[config.mk]
export PLATFORM = sky130hd
export DESIGN_NAME = dac_strobe_seq
export DESIGN_NICKNAME = d
export VERILOG_FILES = /design/src/rtl/dac_seq_pkg.sv /design/src/rtl/dac_seq_timing.sv /design/src/rtl/dac_seq_timer.sv /design/src/rtl/dac_strobe_seq.sv
export SDC_FILE = /design/constraint.sdc
export NUM_CORES = 1
export LEC_CHECK = 0
export ABC_CLOCK_PERIOD_IN_PS = 2300
export BUFFER_PORTS_ARGS = -buffer_cell sky130_fd_sc_hd__buf_2
export CORE_MARGIN = 2
export CORE_UTILIZATION = 48
export CTS_CLUSTER_DIAMETER = 150
export CTS_CLUSTER_SIZE = 25
export DETAILED_ROUTE_END_ITERATION = 10
export GPL_TIMING_DRIVEN = 1
export PLACE_DENSITY = 0.75
export SYNTH_ARGS = -nofsm -noshare
export SYNTH_HDL_FRONTEND = slang
export SYNTH_SLANG_ARGS = --single-unit
export TNS_END_PERCENT = 5
[constraint.sdc]
create_clock -name clk -period 2.3 [get_ports clk]
set_clock_uncertainty 0.05 [all_clocks]
set_input_delay 0.23 -clock clk [delete_from_list [all_inputs] [get_ports clk]]
set_output_delay 0.23 -clock clk [all_outputs]
set_load 0.01 [all_outputs]
[src/rtl/dac_seq_pkg.sv]
package dac_seq_pkg;

    typedef enum logic [1:0] {
        OP_WRITE  = 2'd0,
        OP_LOAD   = 2'd1,
        OP_WRLOAD = 2'd2,
        OP_CLEAR  = 2'd3
    } dac_op_e;

    typedef enum logic [2:0] {
        S_IDLE,
        S_WR,
        S_GAP,
        S_LD,
        S_CLR,
        S_TAIL
    } seq_state_e;

    // Cycles needed to cover ns nanoseconds at period_ps, never below one.
    function automatic int cycles_for(input int ns, input int period_ps);
        int c;
        c = (ns * 1000 + period_ps - 1) / period_ps;
        return (c < 1) ? 1 : c;
    endfunction

    function automatic int imax(input int a, input int b);
        return (a > b) ? a : b;
    endfunction

endpackage

[src/rtl/dac_seq_timing.sv]
module dac_seq_timing
    import dac_seq_pkg::*;
#(
    parameter int CNT_W         = 4,
    parameter int CLK_PERIOD_PS = 20000,
    parameter int NOM_SETUP_NS  = 20,
    parameter int NOM_WR_NS     = 20,
    parameter int NOM_LD_NS     = 20,
    parameter int NOM_CLR_NS    = 20,
    parameter int LV_SETUP_NS   = 35,
    parameter int LV_WR_NS      = 35,
    parameter int LV_LD_NS      = 35,
    parameter int LV_CLR_NS     = 35,
    parameter int GAP_NS        = 0
) (
    input  logic             lv_i,
    output logic [CNT_W-1:0] wr_cyc_o,
    output logic [CNT_W-1:0] ld_cyc_o,
    output logic [CNT_W-1:0] clr_cyc_o,
    output logic [CNT_W-1:0] gap_cyc_o
);

    // The write strobe must cover both the data setup and its own width.
    localparam int NOM_WR_C  = imax(cycles_for(NOM_SETUP_NS, CLK_PERIOD_PS),
                                    cycles_for(NOM_WR_NS, CLK_PERIOD_PS));
    localparam int LV_WR_C   = imax(cycles_for(LV_SETUP_NS, CLK_PERIOD_PS),
                                    cycles_for(LV_WR_NS, CLK_PERIOD_PS));
    localparam int NOM_LD_C  = cycles_for(NOM_LD_NS, CLK_PERIOD_PS);
    localparam int LV_LD_C   = cycles_for(LV_LD_NS, CLK_PERIOD_PS);
    localparam int NOM_CLR_C = cycles_for(NOM_CLR_NS, CLK_PERIOD_PS);
    localparam int LV_CLR_C  = cycles_for(LV_CLR_NS, CLK_PERIOD_PS);
    localparam int GAP_C     = cycles_for(GAP_NS, CLK_PERIOD_PS);

    always_comb begin
        if (lv_i) begin
            wr_cyc_o  = CNT_W'(LV_WR_C);
            ld_cyc_o  = CNT_W'(LV_LD_C);
            clr_cyc_o = CNT_W'(LV_CLR_C);
        end else begin
            wr_cyc_o  = CNT_W'(NOM_WR_C);
            ld_cyc_o  = CNT_W'(NOM_LD_C);
            clr_cyc_o = CNT_W'(NOM_CLR_C);
        end
        gap_cyc_o = CNT_W'(GAP_C);
    end

endmodule

[src/rtl/dac_seq_timer.sv]
module dac_seq_timer #(
    parameter int CNT_W = 4
) (
    input  logic             clk,
    input  logic             rst_ni,
    input  logic             load_i,
    input  logic [CNT_W-1:0] val_i,
    output logic             last_o
);

    logic [CNT_W-1:0] cnt_d, cnt_q;

    always_comb begin
        cnt_d = cnt_q;
        if (load_i) begin
            cnt_d = val_i;
        end else if (cnt_q != '0) begin
            cnt_d = cnt_q - 1'b1;
        end
    end

    always_ff @(posedge clk or negedge rst_ni) begin
        if (!rst_ni) begin
            cnt_q <= '0;
        end else begin
            cnt_q <= cnt_d;
        end
    end

    assign last_o = (cnt_q == '0);

endmodule

[src/rtl/dac_strobe_seq.sv]
module dac_strobe_seq
    import dac_seq_pkg::*;
#(
    parameter int DATA_W        = 14,
    parameter int CLK_PERIOD_PS = 20000,
    parameter int NOM_SETUP_NS  = 20,
    parameter int NOM_WR_NS     = 20,
    parameter int NOM_LD_NS     = 20,
    parameter int NOM_CLR_NS    = 20,
    parameter int LV_SETUP_NS   = 35,
    parameter int LV_WR_NS      = 35,
    parameter int LV_LD_NS      = 35,
    parameter int LV_CLR_NS     = 35,
    parameter int GAP_NS        = 0
) (
    input  logic              clk,
    input  logic              rst_ni,
    input  logic              profile_lv,
    input  logic              cmd_valid,
    output logic              cmd_ready,
    input  logic [1:0]        cmd_op,
    input  logic [DATA_W-1:0] cmd_code,
    output logic [DATA_W-1:0] dac_data,
    output logic              dac_wr_n,
    output logic              dac_ld,
    output logic              dac_clr_n
);

    localparam int MAX_NS = imax(imax(imax(NOM_SETUP_NS, NOM_WR_NS), imax(NOM_LD_NS, NOM_CLR_NS)),
                                 imax(imax(imax(LV_SETUP_NS, LV_WR_NS), imax(LV_LD_NS, LV_CLR_NS)),
                                      GAP_NS));
    localparam int MAX_C  = cycles_for(MAX_NS, CLK_PERIOD_PS);
    localparam int CNT_W  = $clog2(MAX_C + 1);

    typedef struct packed {
        seq_state_e        st;
        logic              rdy;
        logic              wr_n;
        logic              ld;
        logic              clr_n;
        logic              lv;
        dac_op_e           op;
        logic [DATA_W-1:0] data;
    } seq_regs_t;

    seq_regs_t         r_d, r_q;
    logic              tmr_load;
    logic [CNT_W-1:0]  tmr_val;
    logic              tmr_last;
    logic              prof_sel;
    logic [CNT_W-1:0]  wr_cyc, ld_cyc, clr_cyc, gap_cyc;

    // Profile is taken live while idle, then held for the whole sequence.
    assign prof_sel = (r_q.st == S_IDLE) ? profile_lv : r_q.lv;

    dac_seq_timing #(
        .CNT_W        (CNT_W),
        .CLK_PERIOD_PS(CLK_PERIOD_PS),
        .NOM_SETUP_NS (NOM_SETUP_NS),
        .NOM_WR_NS    (NOM_WR_NS),
        .NOM_LD_NS    (NOM_LD_NS),
        .NOM_CLR_NS   (NOM_CLR_NS),
        .LV_SETUP_NS  (LV_SETUP_NS),
        .LV_WR_NS     (LV_WR_NS),
        .LV_LD_NS     (LV_LD_NS),
        .LV_CLR_NS    (LV_CLR_NS),
        .GAP_NS       (GAP_NS)
    ) u_timing (
        .lv_i     (prof_sel),
        .wr_cyc_o (wr_cyc),
        .ld_cyc_o (ld_cyc),
        .clr_cyc_o(clr_cyc),
        .gap_cyc_o(gap_cyc)
    );

    dac_seq_timer #(
        .CNT_W(CNT_W)
    ) u_timer (
        .clk   (clk),
        .rst_ni(rst_ni),
        .load_i(tmr_load),
        .val_i (tmr_val),
        .last_o(tmr_last)
    );

    always_comb begin
        r_d      = r_q;
        tmr_load = 1'b0;
        tmr_val  = '0;
        unique case (r_q.st)
            S_IDLE: begin
                if (cmd_valid) begin
                    r_d.rdy  = 1'b0;
                    r_d.lv   = profile_lv;
                    r_d.op   = dac_op_e'(cmd_op);
                    tmr_load = 1'b1;
                    unique case (dac_op_e'(cmd_op))
                        OP_WRITE, OP_WRLOAD: begin
                            r_d.data = cmd_code;
                            r_d.wr_n = 1'b0;
                            tmr_val  = wr_cyc - 1'b1;
                            r_d.st   = S_WR;
                        end
                        OP_LOAD: begin
                            r_d.ld  = 1'b1;
                            tmr_val = ld_cyc - 1'b1;
                            r_d.st  = S_LD;
                        end
                        default: begin
                            r_d.clr_n = 1'b0;
                            tmr_val   = clr_cyc - 1'b1;
                            r_d.st    = S_CLR;
                        end
                    endcase
                end
            end
            S_WR: begin
                if (tmr_last) begin
                    r_d.wr_n = 1'b1;
                    if (r_q.op == OP_WRLOAD) begin
                        tmr_load = 1'b1;
                        tmr_val  = gap_cyc - 1'b1;
                        r_d.st   = S_GAP;
                    end else begin
                        r_d.st = S_TAIL;
                    end
                end
            end
            S_GAP: begin
                if (tmr_last) begin
                    r_d.ld   = 1'b1;
                    tmr_load = 1'b1;
                    tmr_val  = ld_cyc - 1'b1;
                    r_d.st   = S_LD;
                end
            end
            S_LD: begin
                if (tmr_last) begin
                    r_d.ld = 1'b0;
                    r_d.st = S_TAIL;
                end
            end
            S_CLR: begin
                if (tmr_last) begin
                    r_d.clr_n = 1'b1;
                    r_d.st    = S_TAIL;
                end
            end
            default: begin
                r_d.rdy = 1'b1;
                r_d.st  = S_IDLE;
            end
        endcase
    end

    always_ff @(posedge clk or negedge rst_ni) begin
        if (!rst_ni) begin
            r_q.st    <= S_IDLE;
            r_q.rdy   <= 1'b1;
            r_q.wr_n  <= 1'b1;
            r_q.ld    <= 1'b0;
            r_q.clr_n <= 1'b1;
            r_q.lv    <= 1'b0;
            r_q.op    <= OP_WRITE;
            r_q.data  <= '0;
        end else begin
            r_q <= r_d;
        end
    end

    assign cmd_ready = r_q.rdy;
    assign dac_data  = r_q.data;
    assign dac_wr_n  = r_q.wr_n;
    assign dac_ld    = r_q.ld;
    assign dac_clr_n = r_q.clr_n;

    a_r10_one_strobe: assert property (@(posedge clk) disable iff (!rst_ni)
        $countones({~dac_wr_n, dac_ld, ~dac_clr_n}) <= 1);

    a_r7_busy_after_accept: assert property (@(posedge clk) disable iff (!rst_ni)
        (cmd_valid && cmd_ready) |=> !cmd_ready);

    a_r7_no_ready_in_strobe: assert property (@(posedge clk) disable iff (!rst_ni)
        (!dac_wr_n || dac_ld || !dac_clr_n) |-> !cmd_ready);

    a_r3_bus_held_in_write: assert property (@(posedge clk) disable iff (!rst_ni)
        (!dac_wr_n && $past(!dac_wr_n)) |-> $stable(dac_data));

    a_r6_clear_keeps_bus: assert property (@(posedge clk) disable iff (!rst_ni)
        !dac_clr_n |=> $stable(dac_data));

endmodule

# Word-level counts from Yosys, hierarchy flattened
# Cells that the tools add are included.
[word_totals] output_inout_bits=18 word_cells=76 regBits=26 input_bits=20
[classes] bitwise=1 n_eq_ne=16 n_reduce_logical=19 addsub=2 n_mux=29
[op_table] op="$mux 24" n=1
[op_table] op="$mux 14" n=1
[op_table] op="$mux 3" n=4
[op_table] op="$ne 2x2->1 const B" n=6
[op_table] op="$pmux 3 s4" n=1
[op_table] op="$reduce_and 4->1" n=3
[op_table] op="$mux 1" n=10
[op_table] op="$mux 2" n=5
[op_table] op="$reduce_bool 2->1" n=4
[op_table] op="$eq 3x2->1 const B" n=2
[op_table] op="$ne 2x1->1 const B" n=3
[op_table] op="$pmux 1 s2" n=3
[op_table] op="$pmux 1 s3" n=2
[op_table] op="$pmux 3 s2" n=1
[op_table] op="$reduce_and 5->1" n=1
[op_table] op="$eq 2x2->1 const B" n=2
[op_table] op="$logic_not 2->1" n=2
[op_table] op="$pmux 2 s2" n=1
[op_table] op="$reduce_and 2->1" n=2
[op_table] op="$reduce_or 2->1" n=2
[op_table] op="$reduce_or 4->1" n=1
[op_table] op="$sub 2x1->2 const B" n=2
[op_table] op="$eq 3x1->1 const B" n=1
[op_table] op="$eq 3x3->1 const B" n=1
[op_table] op="other kinds (6)" n=6

# Logic depth before layout (Yosys ltp)
[depth] ltp_word=7 mapped_depth=6 ltp_nobuf=5

# Modules after synthesis
# Synthesis repeated with hierarchy kept, for this count alone.
[hier_totals] cells_unflattened=137 hier_area_um2=1536.5
[modules_own_cells] mod="dac_strobe_seq" n_inst=1 area_per_inst_um2=1358.8 cells_each=115 seq_area_each_um2=604.3
[modules_own_cells] mod="dac_seq_timer" n_inst=1 area_per_inst_um2=113.9 cells_each=12 seq_area_each_um2=50.0
[modules_own_cells] mod="dac_seq_timing" n_inst=1 area_per_inst_um2=63.8 cells_each=10 seq_area_each_um2=0.0

# Worst setup path before layout
# OpenSTA, ideal clock, no wires.
[synth_timing] path_type="register to register" from="register r_q[23] (netlist bit)" to="register r_q, in the netlist dac_data[0]" n_path_buf=2 arrival_ps=1381 setup_slack_ps=741 path_stages_with_launch=6 period_less_slack_ps=1559 setup_ps=127 required_ps=2123 cell_sequence="dfrtp_1 -> nor4b_2 -> and2b_1 -> buf_4 -> buf_6 -> mux2_1"
[synth_via] elab_chain_cells=2
[synth_rtl] item="start: declaration" line="dac_strobe_seq.sv:46" source="seq_regs_t r_d, r_q;"
[synth_rtl] item="start signal: assignment" line="dac_strobe_seq.sv:167" source="r_q <= r_d;"
[synth_rtl] item="$logic_not 3->1" line="dac_strobe_seq.sv:90" source="unique case (r_q.st)"
[synth_rtl] item="$reduce_and 3->1 (no source line)"
# Every way passes these cells.
# A chain may end at the register's enable or synchronous reset.

# Worst setup path after layout
[layout_timing] from="register u_timer.cnt_q[0]" to="register r_q[22] (netlist bit)"
[layout_via] elab_chain_cells=3 word_cells_on_any_way=5 classes_between="eq/ne (3); reduce/logical (2)"
[layout_rtl] item="start: declaration" line="dac_seq_timer.sv:11" source="logic [CNT_W-1:0] cnt_d, cnt_q;"
[layout_rtl] item="start signal: assignment" line="dac_seq_timer.sv:26" source="cnt_q <= cnt_d;"
[layout_rtl] item="$logic_not 2->1 *" line="dac_seq_timer.sv:30" source="assign last_o = (cnt_q == '0);"
[layout_rtl] item="$ne 2x2->1 (no source line) / $ne 2x1->1 (equally long branches)"
[layout_rtl] item="$reduce_and 4->1 (no source line) *"
# Every way passes the cells marked *; elsewhere a longest branch is shown, timed or not.

==> summary.txt <==
Global routing
  – Largest net degree at the start of global routing: 27
  – Vias in the first global route: 872
  – Initial antenna violation count: 0
  – First-pass GRT wire length: 3.870 mm
  – Grt ovf: 0
  – Tot GR Track Use: 0.1493

Power and ir drop
  – LEAKAGE: 0.7041 nW
  – PwrDens: 1302 nW/um2
  – Max IR drop VDD: 0.0007453 V

Clock tree
  – Total CTS buffers: 3
  – Clk root buf: clkbuf_4
  – CTS tree: done
  – CTS Hold Buffers Added: 1
  – Setup Fix Bufs, Post-CTS: 0
  – Clk buf depth: 2
  – Clk slew on worst S/H paths: 140 ps
  – # clock sinks: 26
  – Post-CTS resize count: 0
  – Clk Latency, worst-skew pair: 320 ps
  – CTS H-tree depth: 1

Logic synthesis
  – Leading area contributor after synthesis: dfrtp_1
  – Synth cell types: 37
  – EDFF count, synth: 0
  – Simple-gate portion of the synthesized area: 0.1232
  – Post-synth top flop: dfrtp_1
  – Post-synthesis mux area share: 0.1429
  – Count leader, synth: dfrtp_1
  – Synth Cell Area: 1340 um2
  – Synthesized flop and latch total: 26
  – Sequential fraction of the synthesis area: 0.4883
  – Cell count after synthesis: 114
  – Post-synthesis adder-cell area fraction: 0.009337
  – Post-synth ARST share: 1.000
  – Synth top area cells: dfrtp_1, mux2_1, buf_4
  – Post-Synth XOR/XNOR Area: 0
  – Synth warnings: 0
  – Most frequent cells after synthesis: dfrtp_1, mux2_1, buf_4
  – Mean Syn Cell Area: 11.75 um2
  – Post-Syn Nets: 135
  – Compound-Gate Fraction of Synth Area: 0.1130
  – Post-synth top area share: 0.4295
  – Largest family of logic cells by synthesized area: multiplexers

Cells and area
  – Multi-input gate area: 520.5 um2
  – Final nets: 160
  – Share of cells above drive strength 1: 0.3696
  – Register Area: 654.4 um2
  – Fill count: 247
  – N_diodes: 0
  – Layout overhead on the synthesized area: 12.14%
  – Fin area: 1503 um2

Placement
  – Cell Area, Placed: 1440 um2
  – Final Wtd Congestion: 0.8862
  – Detailed placement HPWL: 1.681 mm
  – Number of port buffers: 37
  – Pre-CTS WS: 498.3 ps

Timing
  – Slew headroom: 0.6209
  – TNS Setup: 0 ps
  – Final WS setup: 453.4 ps
  – Least-Margin Pin Slew: 568.6 ps
  – Final hold vios: 0
  – Fmax: 541.5 MHz
  – Setup violators final: 0
  – Slew Limit Fails: 0
  – Hold Slack: 63.64 ps
  – RSZ-0062 raised after global routing: no
  – Min Tclk post-route: 1847 ps
  – Tcrit/Tclk final: 0.8029

Setup path
  – Slack of the worst reg-to-reg path: 450 ps
  – R2R Path Start: u_timer.cnt_q[0]$_DFFE_PN0P_
  – Crit Path Max Fanout: 11
  – CP startpoint kind: register
  – Worst Path Arrival: 2040 ps
  – R2R depth: 5
  – Critical path endpoint category: register
  – Required @ worst endpoint: 2500 ps
  – Worst flop-to-flop path endpoint: r_q[22]$_DFFE_PN0P_
  – Setup Crit Path Kind: reg2reg

Route
  – DRT Pass-1 Iters: 4
  – Detailed router's first-iteration violation count: 8
  – Vias per inst: 5.373
  – Detail Route Antenna Nets: 0
  – DR vias: 908
  – Residual DRC: 0
  – Drt total wl: 2.240 mm
  – Average wire per cell in the routed design: 13.25 um

Floorplan
  – Die Height: 56.84 um
  – I/O pin count: 38
  – Core Rows: 19
  – Die area: 3230 um2
  – Initial core utilization: 0.4945
  – Die Wd: 56.84 um
  – Core Footprint: 2710 um2

Min path
  – Hold Crit Class: in2reg
  – Hold path start: profile_lv
  – Hold Path End: u_timer.cnt_q[0]$_DFFE_PN0P_
  – Hold Path Depth: 3

Flow run
  – Total of max-cap violations: 0

Run status
  – Status: finished clean
-- layer usage --
layer,up-vias,track usage,part of all wire
li1,438,-,-
met1,443,0.2038,0.46
met2,23,0.2458,0.48
met3,4,0.02535,0.054
met4,0,0.03987,0.0089
met5,-,0,0
-- worst max-delay path, cell delays in order, from the launching register on --
cell and delay [ps]:
dfrtp_1 380, inv_1 110, ha_1 360, nor4bb_1 560, a211oi_1 130, a22oi_1 180
-- where the power goes --
group / internal, W / switching [W] / leakage [nW]
combinational: 0.000412 / 0.000400 / 0.371
sequential: 0.000686 / 0.000146 / 0.306
clock: 0.000176 / 0.000136 / 0.0279
total: 0.00127 / 0.000682 / 0.704
-- sequential cells by signal (all words and copies together) (netlist names) --
register	count
dac_ld	1
dac_wr_n	1
u_timer.cnt_q	2
dac_data	14
dac_clr_n	1
r_q	6
cmd_ready	1
-- cell usage in the layout, fill, tap and decap left out, types with 3 or more instances in the layout --
| cell | synthesis | final |
|---|---|---|
| mux2_1 | 17 | 17 |
| a211oi_1 | 3 | 3 |
| nand3b_1 | 3 | 3 |
| buf_2 | 3 | 37 |
| dfstp_2 | 3 | 3 |
| clkbuf_4 | 0 | 3 |
| nor2_1 | 4 | 4 |
| dfrtp_1 | 23 | 23 |
| a22oi_1 | 4 | 4 |
| inv_1 | 5 | 5 |
| buf_4 | 15 | 3 |
-- cell families (layout without fill, tap and decap cells) --
kind of cell | count (synthesis) | in the layout
muxes | 17 | 17
buffers and inverters | 26 | 50
and+or+nand+nor | 24 | 24
AOI/OAI and AO/OA | 20 | 20
adders and majority gates | 1 | 1
DFF | 26 | 26
-- per-stage QoR --
| stage | std cells | util | total power, W |
|---|---|---|---|
| floorplan | 114 | - | 0.001561 |
| global placement | 164 | 0.5314 | 0.001633 |
| detailed placement | 164 | 0.5314 | 0.001670 |
| CTS | 169 | 0.5545 | 0.001980 |
| global route | 169 | 0.5545 | 0.002110 |
| finish | 169 | 0.5545 | 0.001956 |
-- worst max path at each step --
stage                                to  cells after the start                          from
2_1_floorplan   dac_data[0]$_DFFE_PN0P_                      5           r_q[23]$_DFFE_PN0P_
6_report            r_q[22]$_DFFE_PN0P_                      5  u_timer.cnt_q[0]$_DFFE_PN0P_
3_5_place_dp        r_q[23]$_DFFE_PN0P_                      5  u_timer.cnt_q[0]$_DFFE_PN0P_
4_1_cts             r_q[22]$_DFFE_PN0P_                      5  u_timer.cnt_q[0]$_DFFE_PN0P_
5_1_grt             r_q[22]$_DFFE_PN0P_                      5  u_timer.cnt_q[0]$_DFFE_PN0P_
3_3_place_gp   dac_data[11]$_DFFE_PN0P_                      4           r_q[23]$_DFFE_PN0P_
-- area by class of cell --
cell class | count | share of cell area
Clock buffer | 3 | 0.01499
Inverter | 5 | 0.01249
Timing Repair Buffer | 41 | 0.1449
Multi-Input combinational cell | 62 | 0.3464
Clock inverter | 1 | 0.01998
Tap cell | 31 | 0.02581
Sequential cell | 26 | 0.4355
No activity file was read; power rests on OpenSTA's default activity.
